===== config.mk =====
export PLATFORM = sky130hd
export DESIGN_NAME = buck_gate_seq
export DESIGN_NICKNAME = d
export VERILOG_FILES = /design/src/rtl/buck_seq_pkg.sv /design/src/rtl/bgs_mode_sel.sv /design/src/rtl/bgs_boot_refresh.sv /design/src/rtl/bgs_dead_time.sv /design/src/rtl/buck_gate_seq.sv
export SDC_FILE = /design/constraint.sdc
export NUM_CORES = 1
export LEC_CHECK = 0
export BUFFER_PORTS_ARGS = -buffer_cell sky130_fd_sc_hd__buf_2
export CAP_MARGIN = 15
export CORE_MARGIN = 8
export CORE_UTILIZATION = 45
export CTS_CLUSTER_SIZE = 28
export DETAILED_ROUTE_END_ITERATION = 10
export PLACE_DENSITY_LB_ADDON = 0.15
export SLEW_MARGIN = 20
export SYNTH_ARGS = -nofsm -noshare
export SYNTH_HDL_FRONTEND = slang
export SYNTH_HIERARCHICAL = 1
export SYNTH_SLANG_ARGS = --single-unit

===== constraint.sdc =====
create_clock -name clk -period 2.35 [get_ports clk]
set_input_delay 0.1175 -clock clk [delete_from_list [all_inputs] [get_ports clk]]
set_output_delay 0.1175 -clock clk [all_outputs]
set_load 0.005 [all_outputs]

===== src/rtl/buck_seq_pkg.sv =====
package buck_seq_pkg;

  // Per-clock request for the two switches before dead-time gating.
  typedef struct packed {
    logic hs;
    logic ls;
  } gate_req_t;

endpackage


===== src/rtl/bgs_mode_sel.sv =====
module bgs_mode_sel (
  input  logic clk,
  input  logic rst,
  input  logic cyc_start,
  input  logic sns_sync,
  input  logic avg_low,
  input  logic vbat_low,
  output logic sync_eff
);

  logic sync_now;
  logic sync_q;

  // Synchronous only with enough current and no forcing condition.
  assign sync_now = sns_sync & ~avg_low & ~vbat_low;
  // Once lost inside a cycle, it is regained only at the next strobe.
  assign sync_eff = cyc_start ? sync_now : (sync_q & sync_now);

  always_ff @(posedge clk) begin
    if (rst) sync_q <= 1'b0;
    else     sync_q <= sync_eff;
  end

endmodule


===== src/rtl/bgs_boot_refresh.sv =====
module bgs_boot_refresh #(
  parameter int BOOT_LIM    = 3,
  parameter int REFRESH_CYC = 80
) (
  input  logic clk,
  input  logic rst,
  input  logic cyc_start,
  input  logic pwm_req,
  input  logic boot_low,
  input  logic sync_eff,
  input  logic ls_q,
  output logic rf_act,
  output logic rf_done
);

  localparam int LW = $clog2(BOOT_LIM + 1);
  localparam int RW = (REFRESH_CYC > 1) ? $clog2(REFRESH_CYC) : 1;
  localparam logic [LW-1:0] LIM_V   = LW'(BOOT_LIM);
  localparam logic [RW-1:0] RF_LAST = RW'(REFRESH_CYC - 1);

  logic          full_q;
  logic [LW-1:0] low_cnt;
  logic          used_q;
  logic [RW-1:0] rf_cnt;
  logic          qual, trig_fd, trig_dcm, used_eff;

  always_comb begin
    qual     = cyc_start & boot_low & full_q & pwm_req;
    trig_fd  = qual & (low_cnt == LIM_V);
    used_eff = used_q & ~cyc_start;
    trig_dcm = ~sync_eff & boot_low & ~pwm_req & ~used_eff & ~rf_act;
    rf_done  = rf_act & ls_q & (rf_cnt == RF_LAST);
  end

  always_ff @(posedge clk) begin
    if (rst) begin
      full_q  <= 1'b0;
      low_cnt <= '0;
      used_q  <= 1'b0;
      rf_act  <= 1'b0;
      rf_cnt  <= '0;
    end else begin
      full_q <= cyc_start ? pwm_req : (full_q & pwm_req);
      if (cyc_start)
        low_cnt <= qual ? (trig_fd ? '0 : low_cnt + 1'b1) : '0;
      used_q <= trig_dcm | used_eff;
      if (rf_act) rf_act <= ~rf_done;
      else        rf_act <= trig_fd | trig_dcm;
      if (!rf_act)  rf_cnt <= '0;
      else if (ls_q) rf_cnt <= rf_cnt + 1'b1;
    end
  end

endmodule


===== src/rtl/bgs_dead_time.sv =====
module bgs_dead_time
  import buck_seq_pkg::*;
#(
  parameter int DEAD_CYC = 30
) (
  input  logic      clk,
  input  logic      rst,
  input  gate_req_t want,
  output logic      hs_q,
  output logic      ls_q
);

  localparam int DW = $clog2(DEAD_CYC + 1);
  localparam logic [DW-1:0] DEAD_V = DW'(DEAD_CYC);

  logic [DW-1:0] idle_cnt;
  logic          idle_ok, hs_d, ls_d;

  always_comb begin
    idle_ok = (idle_cnt >= DEAD_V);
    hs_d    = want.hs & (hs_q | (~ls_q & idle_ok));
    ls_d    = want.ls & (ls_q | (~hs_q & idle_ok));
  end

  always_ff @(posedge clk) begin
    if (rst) begin
      hs_q     <= 1'b0;
      ls_q     <= 1'b0;
      idle_cnt <= DEAD_V;
    end else begin
      hs_q <= hs_d;
      ls_q <= ls_d;
      if (hs_d | ls_d)  idle_cnt <= '0;
      else if (!idle_ok) idle_cnt <= idle_cnt + 1'b1;
    end
  end

endmodule


===== src/rtl/buck_gate_seq.sv =====
module buck_gate_seq
  import buck_seq_pkg::*;
#(
  parameter int DEAD_CYC    = 30,
  parameter int REFRESH_CYC = 80,
  parameter int BOOT_LIM    = 3
) (
  input  logic clk,
  input  logic rst,
  input  logic cyc_start,
  input  logic pwm_req,
  input  logic sns_sync,
  input  logic avg_low,
  input  logic vbat_low,
  input  logic boot_low,
  input  logic ovc,
  input  logic bat_ov,
  output logic hs_en,
  output logic ls_en
);

  logic      sync_eff, rf_act, rf_done;
  gate_req_t want;

  bgs_mode_sel mode_i (
    .clk(clk), .rst(rst), .cyc_start(cyc_start), .sns_sync(sns_sync),
    .avg_low(avg_low), .vbat_low(vbat_low), .sync_eff(sync_eff)
  );

  bgs_boot_refresh #(.BOOT_LIM(BOOT_LIM), .REFRESH_CYC(REFRESH_CYC)) refresh_i (
    .clk(clk), .rst(rst), .cyc_start(cyc_start), .pwm_req(pwm_req),
    .boot_low(boot_low), .sync_eff(sync_eff), .ls_q(ls_en),
    .rf_act(rf_act), .rf_done(rf_done)
  );

  always_comb begin
    want.hs = pwm_req & ~ovc & ~bat_ov & ~rf_act;
    want.ls = rf_act ? ~rf_done : (sync_eff & ~want.hs);
  end

  bgs_dead_time #(.DEAD_CYC(DEAD_CYC)) dead_i (
    .clk(clk), .rst(rst), .want(want), .hs_q(hs_en), .ls_q(ls_en)
  );

endmodule


==> key figures <==
Setup path
  • Worst EP required: 2.54 ns
  • Largest stage delay, worst path: 0.58 ns
  • Reg-to-Reg Start: dead_i/ls_q
  • Startpoint Class: flop
  • Worst-path cell chain: nand4_2, nor4_1, a211oi_1, nand2_1, o41ai_4, o41ai_1
  • CP bufs+invs: 0
  • CP endpoint kind: flop
  • Reg-to-reg endpoint: dead_i/idle_cnt[4]
  • CP top delay family: simple AND/OR/NAND/NOR gates
  • CP Class: flop to flop
  • Worst r2r path cells: 6
  • Critical Path Fanout Max: 8
  • FF-to-FF setup slack: 0.34 ns
  • Worst path slowest cell: dfxtp_1
  • CP arrival: 2.20 ns

Drt
  • DRC: 0
  • Met3 wire len: 68 um
  • DRT Pass-1 Iters: 4
  • Avg Vias per Cell: 5.23
  • DR iter-0 viols: 26
  • Routed len/inst: 12.2 um
  • WL met1: 811 um
  • Wirelength, routed: 1770 um
  • Top layer in use: met4
  • DR vias: 758
  • Routed Antenna Nets: 0
  • Met2 Routed Length: 870 um

STA
  • Worst Clk Skew: 0.0156 ns
  • Count of final max-slew check failures: 0
  • Worst-Margin Slew: 0.397 ns
  • Rel. slew slack: 0.735
  • Setup TNS: 0 ns
  • Hold_ws: 0.0676 ns
  • Final hold viol count: 0
  • Setup violators final: 0
  • Post-route clock period utilization: 0.855
  • Post-route minimum period: 2.01 ns
  • RSZ-0062 raised after global routing: no
  • Fmax: 498 MHz

Pwr
  • Clk network pwr share: 0.282
  • Tot Pwr: 0.972 mW
  • Max rail drop VDD: 665 uV
  • Combinational Power Share: 0.264
  • Pwr Density: 847 nW/um^2
  • Leak: 0.460 nW
  • Sw Share: 0.302
  • Cell Int Power: 0.678 mW
  • Sw Pwr: 0.294 mW
  • Reg power frac: 0.454

Global route
  • Initial antenna violation count: 0
  • Global route total overflow: 0
  • First-pass GRT wire length: 3280 um
  • Total GRT Usage: 0.0989
  • Vias in the first global route: 763
  • Pin count of the biggest net entering global routing: 13

Synth
  • Syn nets: 115
  • Post-synth cell types: 35
  • Cell Area, Synth: 995 um^2
  • Ys Warns: 6
  • Sequential fraction of the synthesis area: 0.403
  • Yosys reg bits: 20
  • Mean Syn Cell Area: 9.85 um^2
  • Mapped Cells: 101

Cells and area
  • Fillcell total: 214
  • N_diodes: 0
  • Syn-to-layout area delta: 15.3%
  • Final nets: 132
  • Share of cells above drive strength 1: 0.231
  • Final core area utilization: 0.534

Die
  • Initial cell density of the core: 0.463
  • Number of core rows: 17
  • Die area: 3970 um^2
  • Core area: 2150 um^2
  • Die Height: 63.0 um
  • Chip width: 63.0 um
  • Ports: 12

Run status
  • Status: complete, no violations

Hold path
  • Worst Hold Depth: 3
  • Beginning of the worst hold path: sns_sync
  • Worst Hold Class: input port to flop
  • Hold path endpoint: mode_i/sync_q

CTS
  • Maximum clock insertion buffer count: 2
  • CTS tree: yes
  • Setup bufs post-CTS: 0
  • Post-CTS sizing: 0
  • Clock Sinks: 20
  • Clk_lat worst skew: 0.30 ns
  • Clock transition at the registers of the reported paths: 0.12 ns
  • Clock Root Buffer: clkbuf_4
  • H-Tree Depth: 1
  • CTS Buf Count: 3

Placement
  • Input/output buffers: 11
  • GPL Wtd Cong: 0.907
  • Detailed placer's ending HPWL: 1410 um

Flow run
  • Max cap viols: 0
==> placed cells by master (no fill, tap or decap), drive strengths merged <==
cell type	netlist	routed
nor4b	1	1
o31ai	2	2
nor2	15	15
ha	4	4
o41ai	4	4
nor3b	2	2
nand2	7	7
or3	2	2
o2111a	1	1
nand2b	3	3
nand3	2	2
bufinv	0	1
nand3b	1	1
nand4	2	2
buf	0	11
and3	2	2
mux2i	1	1
o22a	1	1
dfxtp	20	20
nor2b	2	2
clkbuf	0	3
and4	1	1
and2	2	2
o21ai	2	2
dlygate4sd3	0	1
nor4	3	3
xor2	4	4
a31oi	2	2
a21oi	5	5
a211oi	2	2
nor3	1	1
inv	5	5
xnor2	2	2
==> timing repair <==
action,CTS,global route
endpoints found under the hold margin,1,0
setup endpoints to repair,0,0
hold buffers,1,0
==> flip-flops by register name, summed over array words and instances (netlist names) <==
signal / count
dead_i/hs_q: 1
dead_i/idle_cnt: 5
dead_i/ls_q: 1
mode_i/sync_q: 1
refresh_i/full_q: 1
refresh_i/low_cnt: 2
refresh_i/rf_act: 1
refresh_i/rf_cnt: 7
refresh_i/used_q: 1
==> worst register-to-register path: stages, from the launching register on <==
cell	delay, ns
dfxtp_1	0.58
nand4_2	0.19
nor4_1	0.38
a211oi_1	0.16
nand2_1	0.14
o41ai_4	0.11
o41ai_1	0.34
==> worst max path at each step <==
stage / from / to / slack [ns] / cells after the start
6_report: dead_i/ls_q / dead_i/idle_cnt[4] / 0.34 / 6
5_1_grt: dead_i/ls_q / dead_i/idle_cnt[3] / 0.11 / 6
2_1_floorplan: dead_i/ls_q / dead_i/idle_cnt[3] / 0.58 / 6
3_5_place_dp: dead_i/ls_q / dead_i/idle_cnt[4] / 0.35 / 6
3_3_place_gp: dead_i/ls_q / dead_i/idle_cnt[3] / 0.45 / 6
4_1_cts: refresh_i/rf_cnt[0] / dead_i/idle_cnt[4] / 0.31 / 7
==> power by group through the flow <==
stage / logic, mW / clock network [mW] / registers (mW)
after floorplan: 0.208 / 0 / 0.435
after global placement: 0.253 / 0 / 0.447
after detailed placement: 0.257 / 0 / 0.448
after CTS: 0.260 / 0.286 / 0.440
after global routing: 0.289 / 0.296 / 0.450
final: 0.257 / 0.274 / 0.441
==> layer usage <==
layer / up-vias / GRT usage
met5: - / 0
met4: 0 / 0.0342
met3: 2 / 0.0412
met2: 10 / 0.161
met1: 345 / 0.113
li1: 401 / -
==> layout make-up <==
type                       count  area (um^2)  share of cell area
clock buffer                   3         22.5              0.0196
clock inverter                 1         30.0              0.0262
inverter                       5         18.8              0.0164
multi-input combinational     76          576               0.502
sequential                    20          400               0.349
tap                           28         35.0              0.0305
timing repair buffer          12         65.1              0.0567
==> cell usage after synthesis (all sizes together) <==
cell | n | area (um^2)
nand3b | 1 | 7.51
nand4 | 2 | 25.0
o21ai | 2 | 10.0
a211oi | 2 | 15.0
and4 | 1 | 8.76
nor3 | 1 | 10.0
o31ai | 2 | 15.0
and2 | 2 | 12.5
o41ai | 4 | 72.6
nor3b | 2 | 15.0
nand3 | 2 | 22.5
o22a | 1 | 10.0
or3 | 2 | 12.5
a21oi | 5 | 25.0
nor2b | 2 | 12.5
xnor2 | 2 | 17.5
and3 | 2 | 13.8
nor2 | 15 | 58.8
dfxtp | 20 | 400
nand2b | 3 | 26.3
inv | 5 | 18.8
nor4b | 1 | 15.0
ha | 4 | 50.1
xor2 | 4 | 35.0
nand2 | 7 | 26.3
nor4 | 3 | 25.0
mux2i | 1 | 10.0
a31oi | 2 | 12.5
o2111a | 1 | 11.3
==> kinds of logic after synthesis <==
group,share of synthesized area
AND/OR/NAND/NOR,0.293
adder cells (fa/ha/maj),0.0503
XOR/XNOR,0.0528
AO/OA/AOI/OAI,0.172
multiplexers,0.0101
buffers and inverters,0.0189
flip-flops,0.403
==> stage by stage <==
stage / instance area, um^2 / worst slack, ns / std cells
2_1_floorplan: 995 / 0.578 / 101
3_3_place_gp: 1080 / 0.447 / 140
3_5_place_dp: 1080 / 0.350 / 140
4_1_cts: 1150 / 0.310 / 145
5_1_grt: 1150 / 0.112 / 145
6_report: 1150 / 0.342 / 145
No activity file was read; power rests on OpenSTA's default activity.
